<file path="config.mk">
export PLATFORM = sky130hd
export DESIGN_NAME = wdt_window_top
export DESIGN_NICKNAME = d
export VERILOG_FILES = /design/src/rtl/wdt_win_pkg.sv /design/src/rtl/wdt_win_datapath.sv /design/src/rtl/wdt_win_ctrl.sv /design/src/rtl/wdt_window_top.sv
export SDC_FILE = /design/constraint.sdc
export NUM_CORES = 1
export LEC_CHECK = 0
export ABC_AREA = 1
export ABC_CLOCK_PERIOD_IN_PS = 3300
export BUFFER_PORTS_ARGS = -buffer_cell sky130_fd_sc_hd__buf_4
export CAP_MARGIN = 20
export CORE_ASPECT_RATIO = 2
export CORE_MARGIN = 2
export CORE_UTILIZATION = 40
export DETAILED_ROUTE_END_ITERATION = 7
export PLACE_DENSITY = 0.63
export SETUP_SLACK_MARGIN = 0.1
export SYNTH_ARGS = -nofsm -noshare
export SYNTH_HDL_FRONTEND = slang
export SYNTH_HIERARCHICAL = 1
export SYNTH_SLANG_ARGS = --single-unit
</file>
<file path="constraint.sdc">
create_clock -name clk -period 3.3 [get_ports clk]
set_input_delay 0.66 -clock clk [delete_from_list [all_inputs] [get_ports clk]]
set_output_delay 0.66 -clock clk [all_outputs]
set_load 0.01 [all_outputs]
</file>
<file path="src/rtl/wdt_win_pkg.sv">
package wdt_win_pkg;

  // Strobes from the control to the counting datapath
  typedef struct packed {
    logic cntClear;
    logic cntInc;
  } wdtStrobe_t;

  // Write targets of the configuration port
  typedef enum logic [1:0] {
    ADDR_KEY  = 2'd0,
    ADDR_CTRL = 2'd1,
    ADDR_WIN  = 2'd2
  } wdtAddr_e;

endpackage

</file>
<file path="src/rtl/wdt_win_datapath.sv">
module wdt_win_datapath
  import wdt_win_pkg::*;
#(
  parameter int TICK_BASE = 8,
  parameter int NUM_CODES = 11,
  parameter int CODE_W    = 4
) (
  input  logic              clk,
  input  logic              rstN,
  input  wdtStrobe_t        strobe,
  input  logic [CODE_W-1:0] openCode,
  input  logic [CODE_W-1:0] closedCode,
  input  logic              windowMode,
  output logic              earlyZone,
  output logic              expireNext,
  output logic              cntIsZero
);

  localparam int MAX_TICKS = 2 * TICK_BASE * (1 << (NUM_CODES - 1));
  localparam int CNT_W     = $clog2(MAX_TICKS + 1);

  logic [CNT_W-1:0] cnt;
  logic [CNT_W-1:0] openTicks;
  logic [CNT_W-1:0] closedTicks;
  logic [CNT_W-1:0] totalTicks;
  logic [CNT_W:0]   nextCnt;

  // Period length for a code; codes past the last one clamp to it
  function automatic logic [CNT_W-1:0] ticksFor(input logic [CODE_W-1:0] code);
    int sel;
    logic [CNT_W-1:0] base;
    sel  = (int'(code) > NUM_CODES - 1) ? NUM_CODES - 1 : int'(code);
    base = CNT_W'(TICK_BASE);
    return base << sel;
  endfunction

  always_comb begin
    openTicks   = ticksFor(openCode);
    closedTicks = windowMode ? ticksFor(closedCode) : '0;
    totalTicks  = closedTicks + openTicks;
    nextCnt     = {1'b0, cnt} + 1'b1;
    earlyZone   = cnt < closedTicks;
    expireNext  = nextCnt >= {1'b0, totalTicks};
    cntIsZero   = (cnt == '0);
  end

  always_ff @(posedge clk or negedge rstN) begin
    if (!rstN) begin
      cnt <= '0;
    end else if (strobe.cntClear) begin
      cnt <= '0;
    end else if (strobe.cntInc) begin
      cnt <= nextCnt[CNT_W-1:0];
    end
  end


  no_overflow_chk: assert property (@(posedge clk) disable iff (!rstN)
    cnt < totalTicks);


  hold_without_tick_chk: assert property (@(posedge clk) disable iff (!rstN)
    (!strobe.cntInc && !strobe.cntClear) |=> $stable(cnt));

endmodule

</file>
<file path="src/rtl/wdt_win_ctrl.sv">
module wdt_win_ctrl
  import wdt_win_pkg::*;
#(
  parameter int              DATA_W        = 8,
  parameter int              CODE_W        = 4,
  parameter logic [DATA_W-1:0] UNLOCK_KEY  = 8'hA5,
  parameter int              UNLOCK_CYCLES = 4
) (
  input  logic              clk,
  input  logic              rstN,
  input  logic              tickEn,
  input  logic              restartStrobe,
  input  logic              cfgWrEn,
  input  logic [1:0]        cfgAddr,
  input  logic [DATA_W-1:0] cfgWrData,
  input  logic              alwaysOn,
  input  logic              earlyZone,
  input  logic              expireNext,
  input  logic              cntIsZero,
  output wdtStrobe_t        strobe,
  output logic [CODE_W-1:0] openCode,
  output logic [CODE_W-1:0] closedCode,
  output logic              windowMode,
  output logic              resetReq
);

  localparam int UL_W = $clog2(UNLOCK_CYCLES + 1);

  logic [UL_W-1:0] unlockCnt;
  logic            enReg;
  logic            keyHit;
  logic            cfgHit;
  logic            ctrlHit;
  logic            winHit;
  logic            earlyHit;
  logic            expHit;
  logic            fireNow;

  always_comb begin
    keyHit   = cfgWrEn && (cfgAddr == ADDR_KEY) && (cfgWrData == UNLOCK_KEY);
    ctrlHit  = cfgWrEn && (cfgAddr == ADDR_CTRL) && (unlockCnt != '0);
    winHit   = cfgWrEn && (cfgAddr == ADDR_WIN) && (unlockCnt != '0);
    cfgHit   = ctrlHit || winHit;
    earlyHit = windowMode && restartStrobe && earlyZone;
    expHit   = tickEn && expireNext && !restartStrobe;
    fireNow  = enReg && !cfgHit && (earlyHit || expHit);
    strobe.cntClear = !enReg || cfgHit || restartStrobe || fireNow;
    strobe.cntInc   = enReg && tickEn && !strobe.cntClear;
  end

  // Timed unlock interval
  always_ff @(posedge clk or negedge rstN) begin
    if (!rstN) begin
      unlockCnt <= '0;
    end else if (keyHit) begin
      unlockCnt <= UL_W'(UNLOCK_CYCLES);
    end else if (cfgHit) begin
      unlockCnt <= '0;
    end else if (unlockCnt != '0) begin
      unlockCnt <= unlockCnt - 1'b1;
    end
  end

  // Protected configuration
  always_ff @(posedge clk or negedge rstN) begin
    if (!rstN) begin
      enReg      <= 1'b0;
      openCode   <= '0;
      windowMode <= 1'b0;
      closedCode <= '0;
    end else begin
      if (ctrlHit) begin
        enReg    <= cfgWrData[0] | alwaysOn;
        openCode <= cfgWrData[CODE_W:1];
      end else if (alwaysOn) begin
        enReg    <= 1'b1;
      end
      if (winHit) begin
        windowMode <= cfgWrData[0];
        closedCode <= cfgWrData[CODE_W:1];
      end
    end
  end

  always_ff @(posedge clk or negedge rstN) begin
    if (!rstN) resetReq <= 1'b0;
    else       resetReq <= fireNow;
  end


  pulse_clears_count_chk: assert property (@(posedge clk) disable iff (!rstN)
    resetReq |-> cntIsZero);


  quiet_when_off_chk: assert property (@(posedge clk) disable iff (!rstN)
    !enReg |=> !resetReq);


  strap_forces_on_chk: assert property (@(posedge clk) disable iff (!rstN)
    alwaysOn |=> enReg);


  unlock_from_key_chk: assert property (@(posedge clk) disable iff (!rstN)
    (unlockCnt == UL_W'(UNLOCK_CYCLES)) |-> $past(keyHit));

endmodule

</file>
<file path="src/rtl/wdt_window_top.sv">
module wdt_window_top
  import wdt_win_pkg::*;
#(
  parameter int                TICK_BASE     = 8,
  parameter int                NUM_CODES     = 11,
  parameter int                CODE_W        = 4,
  parameter int                DATA_W        = 8,
  parameter logic [DATA_W-1:0] UNLOCK_KEY    = 8'hA5,
  parameter int                UNLOCK_CYCLES = 4
) (
  input  logic              clk,
  input  logic              rstN,
  input  logic              tickEn,
  input  logic              restartStrobe,
  input  logic              cfgWrEn,
  input  logic [1:0]        cfgAddr,
  input  logic [DATA_W-1:0] cfgWrData,
  input  logic              alwaysOnStrap,
  output logic              resetReq
);

  wdtStrobe_t        strobe;
  logic [CODE_W-1:0] openCode;
  logic [CODE_W-1:0] closedCode;
  logic              windowMode;
  logic              earlyZone;
  logic              expireNext;
  logic              cntIsZero;

  wdt_win_ctrl #(
    .DATA_W(DATA_W), .CODE_W(CODE_W),
    .UNLOCK_KEY(UNLOCK_KEY), .UNLOCK_CYCLES(UNLOCK_CYCLES)
  ) u_ctrl (
    .clk(clk), .rstN(rstN), .tickEn(tickEn), .restartStrobe(restartStrobe),
    .cfgWrEn(cfgWrEn), .cfgAddr(cfgAddr), .cfgWrData(cfgWrData),
    .alwaysOn(alwaysOnStrap), .earlyZone(earlyZone), .expireNext(expireNext),
    .cntIsZero(cntIsZero), .strobe(strobe), .openCode(openCode),
    .closedCode(closedCode), .windowMode(windowMode), .resetReq(resetReq)
  );

  wdt_win_datapath #(
    .TICK_BASE(TICK_BASE), .NUM_CODES(NUM_CODES), .CODE_W(CODE_W)
  ) u_dp (
    .clk(clk), .rstN(rstN), .strobe(strobe), .openCode(openCode),
    .closedCode(closedCode), .windowMode(windowMode), .earlyZone(earlyZone),
    .expireNext(expireNext), .cntIsZero(cntIsZero)
  );

endmodule

</file>
==> results by group, run 1 <==
Status
  – Outcome: complete, but fails checks
  – Failing checks: setup timing

Placed design
  – I/O Buffers: 16
  – Hpwl dp: 7266 µm
  – Gpl congestion: 1.016
  – Worst slack at placement: -0.6469 ns

Clock network
  – Clock latency on the worst-skew pair: 0.28 ns
  – Clk sinks: 29
  – H-Tree Depth: 2
  – CTS tree: done
  – CTS max path bufs: 2
  – Hold_buf cts: 0
  – Clock transition at path regs: 0.05 ns
  – Total CTS buffers: 5
  – Clock root buffer master: clkbuf_16

Min path
  – HP Class: in2async

Floorplanning
  – Die H: 128.3 µm
  – Core ar.: 7545 µm²
  – Die W: between 60 and 70 µm
  – Initial Util: 40.95%
  – # IOs: 17
  – Die area: 8484 µm²
  – Site Rows: 45

Detailed routing
  – Routed len/inst: approximately 15 µm
  – DR pass1 iterations: 4
  – Vias: about 3,400
  – First-iteration detailed-routing DRC count: 189
  – Final wirelength: 9950 µm
  – Average via count per standard cell: around 5.2
  – Highest metal used: met4
  – WL met2: 5721 µm
  – Antenna viol nets, final: 0
  – DRT met1 WL: 3376 µm
  – Met3 Routed Length: 230 µm
  – Residual DRC: 0

Setup path
  – Kind of critical path: reg2reg
  – Worst EP required: 3.47 ns
  – Crit-path slowest cell: dfrtp_2
  – Nature of the critical path startpoint: flop
  – Crit path DAT: about 4.0 ns
  – Slowest Stage Delay on Critical Path: 0.44 ns
  – CP Max Fanout: 5
  – Crit path top cell by count: buf_6
  – Crit. End Element: flop

STA
  – Setup_tns: -8.072 ns
  – Hold_ws: 0.3002 ns
  – Max Slew Vio Count: 0
  – Setup violation total in the final timing report: 16
  – Post-route worst setup slack: -0.5529 ns
  – Tcrit/Tclk final: 116.8%
  – RSZ-0062 raised after global routing: true
  – Clock Skew: 0.006514 ns
  – Final hold vios: 0
  – Fmax: about 260 MHz
  – Period minus WS final: roughly 3.9 ns

Synthesis
  – Yosys warnings: 6
  – Synth Area per Inst: 6.559 µm²
  – Syn_nets: 527
  – Post-Syn Area: approximately 3000 µm²
  – Mapped Cells: 471

Global routing
  – Vias in the first global route: 3,266
  – Initial antenna violation count: 0
  – Largest net degree at the start of global routing: 30
  – First-pass GRT wire length: around 15,000 µm
  – GRT overflow: 0
  – Total track usage: 23.08%

Pwr
  – Peak supply drop: 541.7 µV
  – Pleak: 0.002263 µW
  – Power Density: 635.2 nW/µm²
  – Overall Power: ~2800 µW

Layout
  – Synthesis-to-layout area growth: 45.00%
  – Layout cells sized above 1: 35.83%
  – Number of diodes: 0
  – Fill count: about 690
  – Nets: between 600 and 700

Job
  – Max_cap viols: 0
==> metrics by stage <==
stage | cells | utilization [%] | instance area [µm²]
2_1_floorplan | 471 | - | 3117
6_report | 655 | 59.37 | 4479
4_1_cts | 642 | 53.30 | 4021
3_5_place_dp | 626 | 48.92 | 3691
5_1_grt | 655 | 59.37 | 4479
3_3_place_gp | 626 | 48.92 | 3691
==> worst max-delay path: cells and delay by family (launching register included) <==
kind            cells  cell delay [ns]
buf+inv             9             0.97
compound gates      4             0.63
simple gates       15             1.29
flops               1             0.44
fa+ha+maj           2             0.41
==> timing repair <==
action,4_1_cts,5_1_grt
setup buffers,7,12
pin swaps,14,46
cloned,1,1
endpoints found under the setup margin,16,16
gates resized for setup,40,80
==> where the power goes <==
group	internal [µW]	leakage, µW	switching, µW
clock network	276	0.0000696	166
registers	441	0.000378	84.3
logic	923	0.00182	955
==> cell usage in the layout (no fill, tap or decap), types with 5 or more instances in the layout <==
master / instances
xor2_1: 8
nand2_2: 21
nand3_2: 8
buf_4: 73
o21ai_0: 6
o21ai_2: 13
and2_1: 5
nand3_1: 14
ha_4: 8
nand2_1: 100
inv_1: 81
buf_6: 11
nor2_2: 13
o21ai_1: 8
nor2_1: 38
nor2_4: 10
ha_1: 30
a21oi_2: 7
nand4_1: 15
clkbuf_16: 6
a21oi_1: 11
inv_2: 6
dfrtp_1: 26
==> layout make-up <==
cell class	instances	area [µm²]	area share [%]
Multi-Input combinational cell	351	2446	54.61
Clock inverter	3	17.52	0.3911
Sequential cell	29	729.5	16.28
Timing Repair Buffer	86	716.9	16.01
Inverter	87	326.6	7.290
Clock buffer	5	125.1	2.793
Tap cell	94	117.6	2.626
==> worst paths after layout <==
check / start / end / slack [ns] / depth (start not counted)
max reg2reg: u_ctrl/closedCode[3]$_DFFE_PN0P_ / u_ctrl/resetReq$_DFF_PN0_ / -0.55 / 30
min: rstN / u_dp/cnt[4]$_DFFE_PN0P_ / 0.30 / 1
min in group clk: u_ctrl/unlockCnt[1]$_DFFE_PN0P_ / u_ctrl/unlockCnt[1]$_DFFE_PN0P_ / 0.53 / 2
max: u_ctrl/closedCode[3]$_DFFE_PN0P_ / u_ctrl/resetReq$_DFF_PN0_ / -0.55 / 30
max in group asynchronous: rstN / u_ctrl/closedCode[1]$_DFFE_PN0P_ / 2.68 / 1
min reg2reg: u_ctrl/unlockCnt[1]$_DFFE_PN0P_ / u_ctrl/unlockCnt[1]$_DFFE_PN0P_ / 0.53 / 2
==> state kept, by name (all words and copies together), names as in the netlist <==
name               cells
u_ctrl/unlockCnt       3
u_ctrl/resetReq        1
u_ctrl/windowMode      1
u_ctrl/openCode        4
u_ctrl/enReg           1
u_ctrl/closedCode      4
u_dp/cnt              15
==> routing by layer <==
metal  global-route usage [%]  vias to the layer above
li1                         -                     1683
met1                    22.33                     1597
met2                    44.47                       87
met3                    2.019                       36
met4                    14.05                        0
met5                        0                        -
Note: power is estimated with default switching activity, not from simulation.
==> run 2, diff against run 1 <==
--- a/config.mk
+++ b/config.mk
@@ -5,16 +5,16 @@
 export SDC_FILE = /design/constraint.sdc
 export NUM_CORES = 1
 export LEC_CHECK = 0
-export ABC_AREA = 1
 export ABC_CLOCK_PERIOD_IN_PS = 3300
 export BUFFER_PORTS_ARGS = -buffer_cell sky130_fd_sc_hd__buf_4
 export CAP_MARGIN = 20
 export CORE_ASPECT_RATIO = 2
 export CORE_MARGIN = 2
-export CORE_UTILIZATION = 40
+export CORE_UTILIZATION = 56
 export DETAILED_ROUTE_END_ITERATION = 7
-export PLACE_DENSITY = 0.63
+export PLACE_DENSITY = 0.82
 export SETUP_SLACK_MARGIN = 0.1
+export SKIP_LAST_GASP = 1
 export SYNTH_ARGS = -nofsm -noshare
 export SYNTH_HDL_FRONTEND = slang
 export SYNTH_HIERARCHICAL = 1
==> results by group, run 2 <==
Setup path
  – Crit. End Element: flop
  – Worst r2r dst: u_dp/cnt[11]$_DFFE_PN0P_
  – CP Max Fanout: 10 (+5)
  – Nature of the critical path startpoint: flop
  – RR Startpoint: u_ctrl/windowMode$_DFFE_PN0P_
  – Worst R2R Path Depth: 21 (-30%)
  – Worst EP required: 3.47 ns (about the same)
  – Setup slack, reg-to-reg: -1.40 ns (-0.85 ns)
  – Kind of critical path: reg2reg
  – Crit path DAT: 4.87 ns (+0.85 ns)

STA
  – Least-Margin Pin Slew: 0.9646 ns
  – Max-slew headroom: 34.77%
  – Fmax: 212.8 MHz (-18%)
  – Max Slew Vio Count: 0 (unchanged)
  – Setup violation total in the final timing report: 16 (unchanged)
  – Final hold vios: 0 (unchanged)
  – RSZ-0062 raised after global routing: true
  – Period minus WS final: 4.700 ns (+0.8471 ns)
  – Post-route worst setup slack: -1.400 ns (-0.8471 ns)
  – Tcrit/Tclk final: 142.4% (+26 points)
  – Setup_tns: -20.18 ns (-12.11 ns)
  – Clock Skew: 0.002943 ns (-0.003571 ns)

Clock network
  – Hold_buf cts: 0 (unchanged)
  – Total CTS buffers: 5 (unchanged)
  – Clock latency on the worst-skew pair: 0.30 ns (+0.02 ns)
  – CTS max path bufs: 2 (unchanged)
  – Clk sinks: 29 (unchanged)
  – Clock root buffer master: clkbuf_8
  – H-Tree Depth: 2 (unchanged)
  – CTS tree: done
  – Clock transition at path regs: 0.07 ns (+0.02 ns)

Layout
  – Max reg flops: 15 (unchanged)
  – Largest Register: u_dp/cnt
  – Layout cells sized above 1: 40.56% (+4.7 points)
  – Most common cell after layout, fill and taps aside: buf_4
  – Most frequent cells in the layout: buf_4 (108), ha_1 (37), nor2_1 (30)
  – Nets: 484 (-21%)
  – Non-filler cells, final: 487 (-26%)
  – Top Registers: u_dp/cnt x15, u_ctrl/closedCode x4, u_ctrl/openCode x4
  – Synthesis-to-layout area growth: 43.02%

Detailed routing
  – First-iteration detailed-routing DRC count: 401 (+110%)
  – Residual DRC: 0 (unchanged)
  – Routed len/inst: 27.56 µm (+81%)
  – DR pass1 iterations: 8 (+4)
  – Final wirelength: 13,420 µm (+35%)
  – Average via count per standard cell: 7.029 (+35%)
  – Vias: 3,423 (+0.59%)
  – Antenna viol nets, final: 0 (unchanged)

Status
  – Failing checks: setup timing
  – Outcome: complete, but fails checks

Floorplanning
  – # IOs: 17 (unchanged)
  – Site Rows: 36 (-20%)
  – Die H: 103.9 µm (-19%)
  – Die area: 5606 µm² (-34%)
  – Core ar.: 4820 µm² (-36%)
  – Die W: 53.96 µm (-18%)
  – Initial Util: 58.00% (+17 points)

Global routing
  – Most used routing layer: met2
  – Vias in the first global route: 3,445 (+5.5%)
  – Met2 usage: 70.64% (+26 points)
  – Grt met1 use: 49.11% (+27 points)
  – First-pass GRT wire length: 18,120 µm (+23%)
  – Largest net degree at the start of global routing: 30 (unchanged)
  – GR Layer Usage met3: 10.20% (+8.2 points)
  – Initial antenna violation count: 1 (+1)
  – Total track usage: 45.34% (+22 points)
  – GRT overflow: 0 (unchanged)

Synthesis
  – Syn_nets: 374 (-29%)
  – Synth Area per Inst: 8.790 µm² (+34%)
  – Yosys warnings: 6 (unchanged)
  – Mapped Cells: 318 (-32%)
  – Post-Syn Area: 2795 µm² (-9.5%)

Placed design
  – Gpl congestion: 0.8850 (-13%)
  – I/O Buffers: 16 (unchanged)
  – Worst slack at placement: -0.8702 ns (-0.2232 ns)
  – Hpwl dp: 6155 µm (-15%)
  – Placed cells: 451 (-28%)

Min path
  – HP Class: in2async

Pwr
  – Peak supply drop: 728.7 µV (+35%)
  – Pleak: 0.002052 µW (-9.3%)
  – Power Density: 698.8 nW/µm² (+10%)

Job
  – Max_cap viols: 0 (unchanged)
run 2: power breakdown:
| group | leakage [µW] | internal [µW] | total, µW | switching (µW) |
|---|---|---|---|---|
| sequential | 0.000373 | 445 | 579 | 134 |
| combinational | 0.00161 | 828 | 1760 | 928 |
| clock | 0.0000681 | 300 | 459 | 159 |
run 2: worst max path at each step:
stage / cells past startpoint / to / slack (ns) / start
global route: 22 / u_dp/cnt[10]$_DFFE_PN0P_ / -1.43 / u_ctrl/windowMode$_DFFE_PN0P_
CTS: 20 / u_dp/cnt[8]$_DFFE_PN0P_ / -0.96 / u_ctrl/windowMode$_DFFE_PN0P_
finish: 21 / u_dp/cnt[11]$_DFFE_PN0P_ / -1.40 / u_ctrl/windowMode$_DFFE_PN0P_
global placement: 20 / u_dp/cnt[14]$_DFFE_PN0P_ / -0.80 / u_ctrl/windowMode$_DFFE_PN0P_
floorplan: 21 / u_dp/cnt[14]$_DFFE_PN0P_ / -0.66 / u_ctrl/windowMode$_DFFE_PN0P_
detailed placement: 20 / u_dp/cnt[14]$_DFFE_PN0P_ / -0.87 / u_ctrl/windowMode$_DFFE_PN0P_
run 2: cell type report:
type / instances / area, µm²
diodes: 1 / 2.502
repair buffers: 111 / 844.6
clock buffers: 5 / 68.82
inverters: 20 / 77.57
clock inverters: 3 / 65.06
flip-flops and latches: 29 / 729.5
multi-input cells: 261 / 2138
well taps: 57 / 71.32
fillers: 200 / 822.0
run 2: worst max-delay path, stage by stage, from the launching register on:
cell	delay, ns
dfrtp_1	0.41
buf_6	0.14
nand2_1	0.08
nor2_1	0.22
nand2_1	0.15
inv_1	0.09
ha_1	0.27
a21o_1	0.23
a221oi_2	0.34
buf_4	0.17
xor2_1	0.14
ha_1	0.28
a21o_1	0.19
a21o_1	0.18
a21oi_1	0.20
o221ai_2	0.11
a21o_1	0.22
nor4b_4	0.36
buf_6	0.21
nand4_1	0.13
xor2_1	0.28
nor2_1	0.13
run 2: what timing repair did:
item / in CTS / in global routing
gates resized for setup: 11 / 25
setup endpoints to repair: 16 / 16
pin swaps: 8 / 20
endpoints found under the hold margin: 0 / 0
buffers inserted: 16 / 11
run 2: routing by layer:
layer / wire [µm] / vias up / share of wire [%]
met3: 1315 / 164 / 9.8
met4: 1647 / 0 / 12
met1: 4306 / 1578 / 32
met5: 0 / - / 0
met2: 6153 / 342 / 46
li1: - / 1339 / -
run 2: metrics by stage:
stage | cell area, µm² | util (%) | total power [µW] | hold WS, ns
6_report | 3998 | 82.94 | 2794 | 0.2790
5_1_grt | 3998 | 82.94 | 2878 | 0.3074
4_1_cts | 3801 | 78.87 | 2416 | 0.2774
3_5_place_dp | 3515 | 72.92 | 1788 | 0.5468
3_3_place_gp | 3515 | 72.92 | 1722 | 0.5265
2_1_floorplan | 2869 | - | 1268 | 0.3644
==> run 3, diff against run 2 <==
--- a/config.mk
+++ b/config.mk
@@ -10,9 +10,10 @@
 export CAP_MARGIN = 20
 export CORE_ASPECT_RATIO = 2
 export CORE_MARGIN = 2
-export CORE_UTILIZATION = 56
+export CORE_UTILIZATION = 58
+export CTS_BUF_LIST = sky130_fd_sc_hd__clkbuf_2 sky130_fd_sc_hd__clkbuf_4 sky130_fd_sc_hd__clkbuf_8
 export DETAILED_ROUTE_END_ITERATION = 7
-export PLACE_DENSITY = 0.82
+export PLACE_DENSITY = 0.85
 export SETUP_SLACK_MARGIN = 0.1
 export SKIP_LAST_GASP = 1
 export SYNTH_ARGS = -nofsm -noshare
==> results by group, run 3 (synthesis results as in run 2) <==
Setup path
  – Nature of the critical path startpoint: flop
  – Crit. End Element: flop
  – CP Max Fanout: 8 (-2)
  – Worst EP required: 3.47 ns (about the same)
  – Crit path DAT: 4.87 ns (about the same)
  – Kind of critical path: reg2reg

STA
  – Clock Skew: 0.006323 ns (+0.003380 ns)
  – Fmax: 212.9 MHz (about the same)
  – RSZ-0062 raised after global routing: true
  – Tcrit/Tclk final: 142.3% (about the same)
  – Least-Margin Pin Slew: 1.001 ns (+0.03677 ns)
  – Period minus WS final: 4.697 ns (-0.003230 ns)
  – Post-route worst setup slack: -1.397 ns (+0.003230 ns)
  – Setup violation total in the final timing report: 16 (unchanged)
  – Setup_tns: -21.01 ns (-0.8380 ns)
  – Hold_ws: 0.2963 ns (+0.01726 ns)
  – Max-slew headroom: 32.28% (-2.5 points)
  – Final hold vios: 0 (unchanged)
  – Max Slew Vio Count: 0 (unchanged)

Global routing
  – Largest net degree at the start of global routing: 30 (unchanged)
  – Initial antenna violation count: 1 (unchanged)
  – GRT overflow: 0 (unchanged)
  – Total track usage: 51.34% (+6.0 points)
  – First-pass GRT wire length: 19,690 µm (+8.6%)
  – Vias in the first global route: 3,621 (+5.1%)

Detailed routing
  – Residual DRC: 58 (+58)
  – Final wirelength: 13,910 µm (+3.6%)
  – First-iteration detailed-routing DRC count: 464 (+16%)
  – Routed len/inst: 28.55 µm (+3.6%)
  – DR pass1 iterations: 8 (unchanged)
  – Average via count per standard cell: 7.390 (+5.1%)
  – Antenna viol nets, final: 0 (unchanged)
  – Vias: 3,599 (+5.1%)

Pwr
  – Gate power share: 65.7% (+2.8 points)
  – Sw frac: 47.00% (+3.3 points)
  – NetSw: 1272 µW (+4.2%)
  – Overall Power: 2706 µW (-3.1%)
  – Power Density: 670.7 nW/µm² (-4.0%)
  – Peak supply drop: 778.8 µV (+6.9%)
  – Pleak: 0.002063 µW (+0.58%)
  – Pint: 1434 µW (-8.8%)
  – Seq pwr share: 21.7% (+1.0 points)
  – Clock Power Share: 12.6% (-3.8 points)

Clock network
  – Clock latency on the worst-skew pair: 0.29 ns (about the same)
  – CTS tree: done
  – Clock transition at path regs: 0.07 ns (about the same)
  – Total CTS buffers: 5 (unchanged)
  – Clk sinks: 29 (unchanged)
  – Clock root buffer master: clkbuf_8
  – CTS max path bufs: 2 (unchanged)
  – H-Tree Depth: 2 (unchanged)
  – Hold_buf cts: 0 (unchanged)

Layout
  – Non-filler cells, final: 487 (unchanged)
  – Top Registers: u_dp/cnt x15, u_ctrl/closedCode x4, u_ctrl/openCode x4
  – Number of diodes: 0 (-1)
  – Finished Core Util: 86.93% (+4.0 points)
  – Synthesis-to-layout area growth: 44.36%
  – Max reg flops: 15 (unchanged)
  – Layout cells sized above 1: 42.82% (+2.3 points)
  – Nets: 487 (+0.62%)
  – Most common cell after layout, fill and taps aside: buf_4
  – Largest Register: u_dp/cnt
  – Most frequent cells in the layout: buf_4 (111), ha_1 (36), nor2_1 (28)

Placed design
  – Placed cells: 447 (-0.89%)
  – I/O Buffers: 16 (unchanged)
  – Hpwl dp: 6427 µm (+4.4%)
  – Gpl congestion: 0.9707 (+9.7%)

Floorplanning
  – Die H: 102.2 µm (-1.7%)
  – Site Rows: 35 (-2.8%)
  – # IOs: 17 (unchanged)
  – Core ar.: 4642 µm² (-3.7%)
  – Die area: 5424 µm² (-3.2%)
  – Initial Util: 60.22% (+2.2 points)
  – Die W: 53.09 µm (-1.6%)

Job
  – Max_cap viols: 0 (unchanged)

Status
  – Failing checks: DRC, setup timing
  – Outcome: complete, but fails checks

Min path
  – HP Class: in2async
## run 3: cell types whose count changed in the layout (fill, tap and decap cells not counted), moves of 2 or more
| cell | change |
|---|---|
| buf_4 | +3 |
| xor2_1 | -3 |
| xor2_2 | +3 |
| bufinv_16 | -2 |
| clkbuf_8 | +2 |
| nand2_2 | -2 |
| nor2_1 | -2 |
| nor2_2 | +2 |
## run 3: power by group through the flow
| stage | clock, µW | combinational [µW] | sequential [µW] |
|---|---|---|---|
| 2_1_floorplan | 0 | 729 | 539 |
| 3_3_place_gp | 0 | 1190 | 520 |
| 3_5_place_dp | 0 | 1260 | 534 |
| 4_1_cts | 328 | 1430 | 534 |
| 5_1_grt | 352 | 1830 | 600 |
| 6_report | 341 | 1780 | 587 |
## run 3: final timing paths
kind,startpoint,endpoint,slack [ns],depth (start not counted)
max,u_ctrl/windowMode$_DFFE_PN0P_,u_dp/cnt[3]$_DFFE_PN0P_,-1.40,20
min,rstN,u_dp/cnt[13]$_DFFE_PN0P_,0.30,1
max reg2reg,u_ctrl/windowMode$_DFFE_PN0P_,u_dp/cnt[3]$_DFFE_PN0P_,-1.40,20
min reg2reg,u_ctrl/enReg$_DFFE_PN0P_,u_ctrl/resetReq$_DFF_PN0_,0.63,1
max in group asynchronous,rstN,u_ctrl/closedCode[0]$_DFFE_PN0P_,2.69,1
min in group clk,alwaysOnStrap,u_ctrl/enReg$_DFFE_PN0P_,0.56,2
## run 3: cell type report
class	instances	area (µm²)
Multi-Input combinational cell	261	2193
Clock buffer	7	96.34
Sequential cell	29	729.5
Timing Repair Buffer	114	867.1
Clock inverter	1	5.005
Inverter	20	75.07
Tap cell	55	68.82
Fill cell	193	606.8
## run 3: stage by stage
stage	worst slack, ns	cell area, µm²
after floorplan	-0.6583	2869
after CTS	-0.8780	3882
after global placement	-0.7947	3497
after detailed placement	-0.9109	3497
final	-1.397	4035
after global routing	-1.421	4035
## run 3: worst max-delay path, stage by stage, from the launching register on
cell and delay (ns):
dfrtp_1 0.47, buf_6 0.17, and3b_2 0.26, nand2_2 0.11, inv_2 0.06, ha_1 0.33
a21o_1 0.18, a21oi_1 0.23, o21ai_1 0.15, a21oi_1 0.17, xor2_1 0.34, ha_1 0.32
a21o_1 0.20, a21oi_2 0.14, o221ai_2 0.11, a21o_1 0.20, nor4b_2 0.41, buf_4 0.25
nand4_1 0.15, xor2_1 0.24, nor2_1 0.07
## run 3: repair_timing
action / CTS / global route
setup endpoints to repair: 16 / 16
resized for setup: 10 / 34
setup buffers: 33 / 5
pin swaps: 8 / 37
## run 3: per-layer routing
| metal | share of wire (%) | vias to the layer above | GRT usage [%] |
|---|---|---|---|
| met5 | 0 | - | 0 |
| met4 | 13 | 0 | 47.14 |
| met3 | 12 | 202 | 14.04 |
| met2 | 44 | 402 | 80.58 |
| met1 | 30 | 1662 | 53.38 |
| li1 | - | 1333 | - |
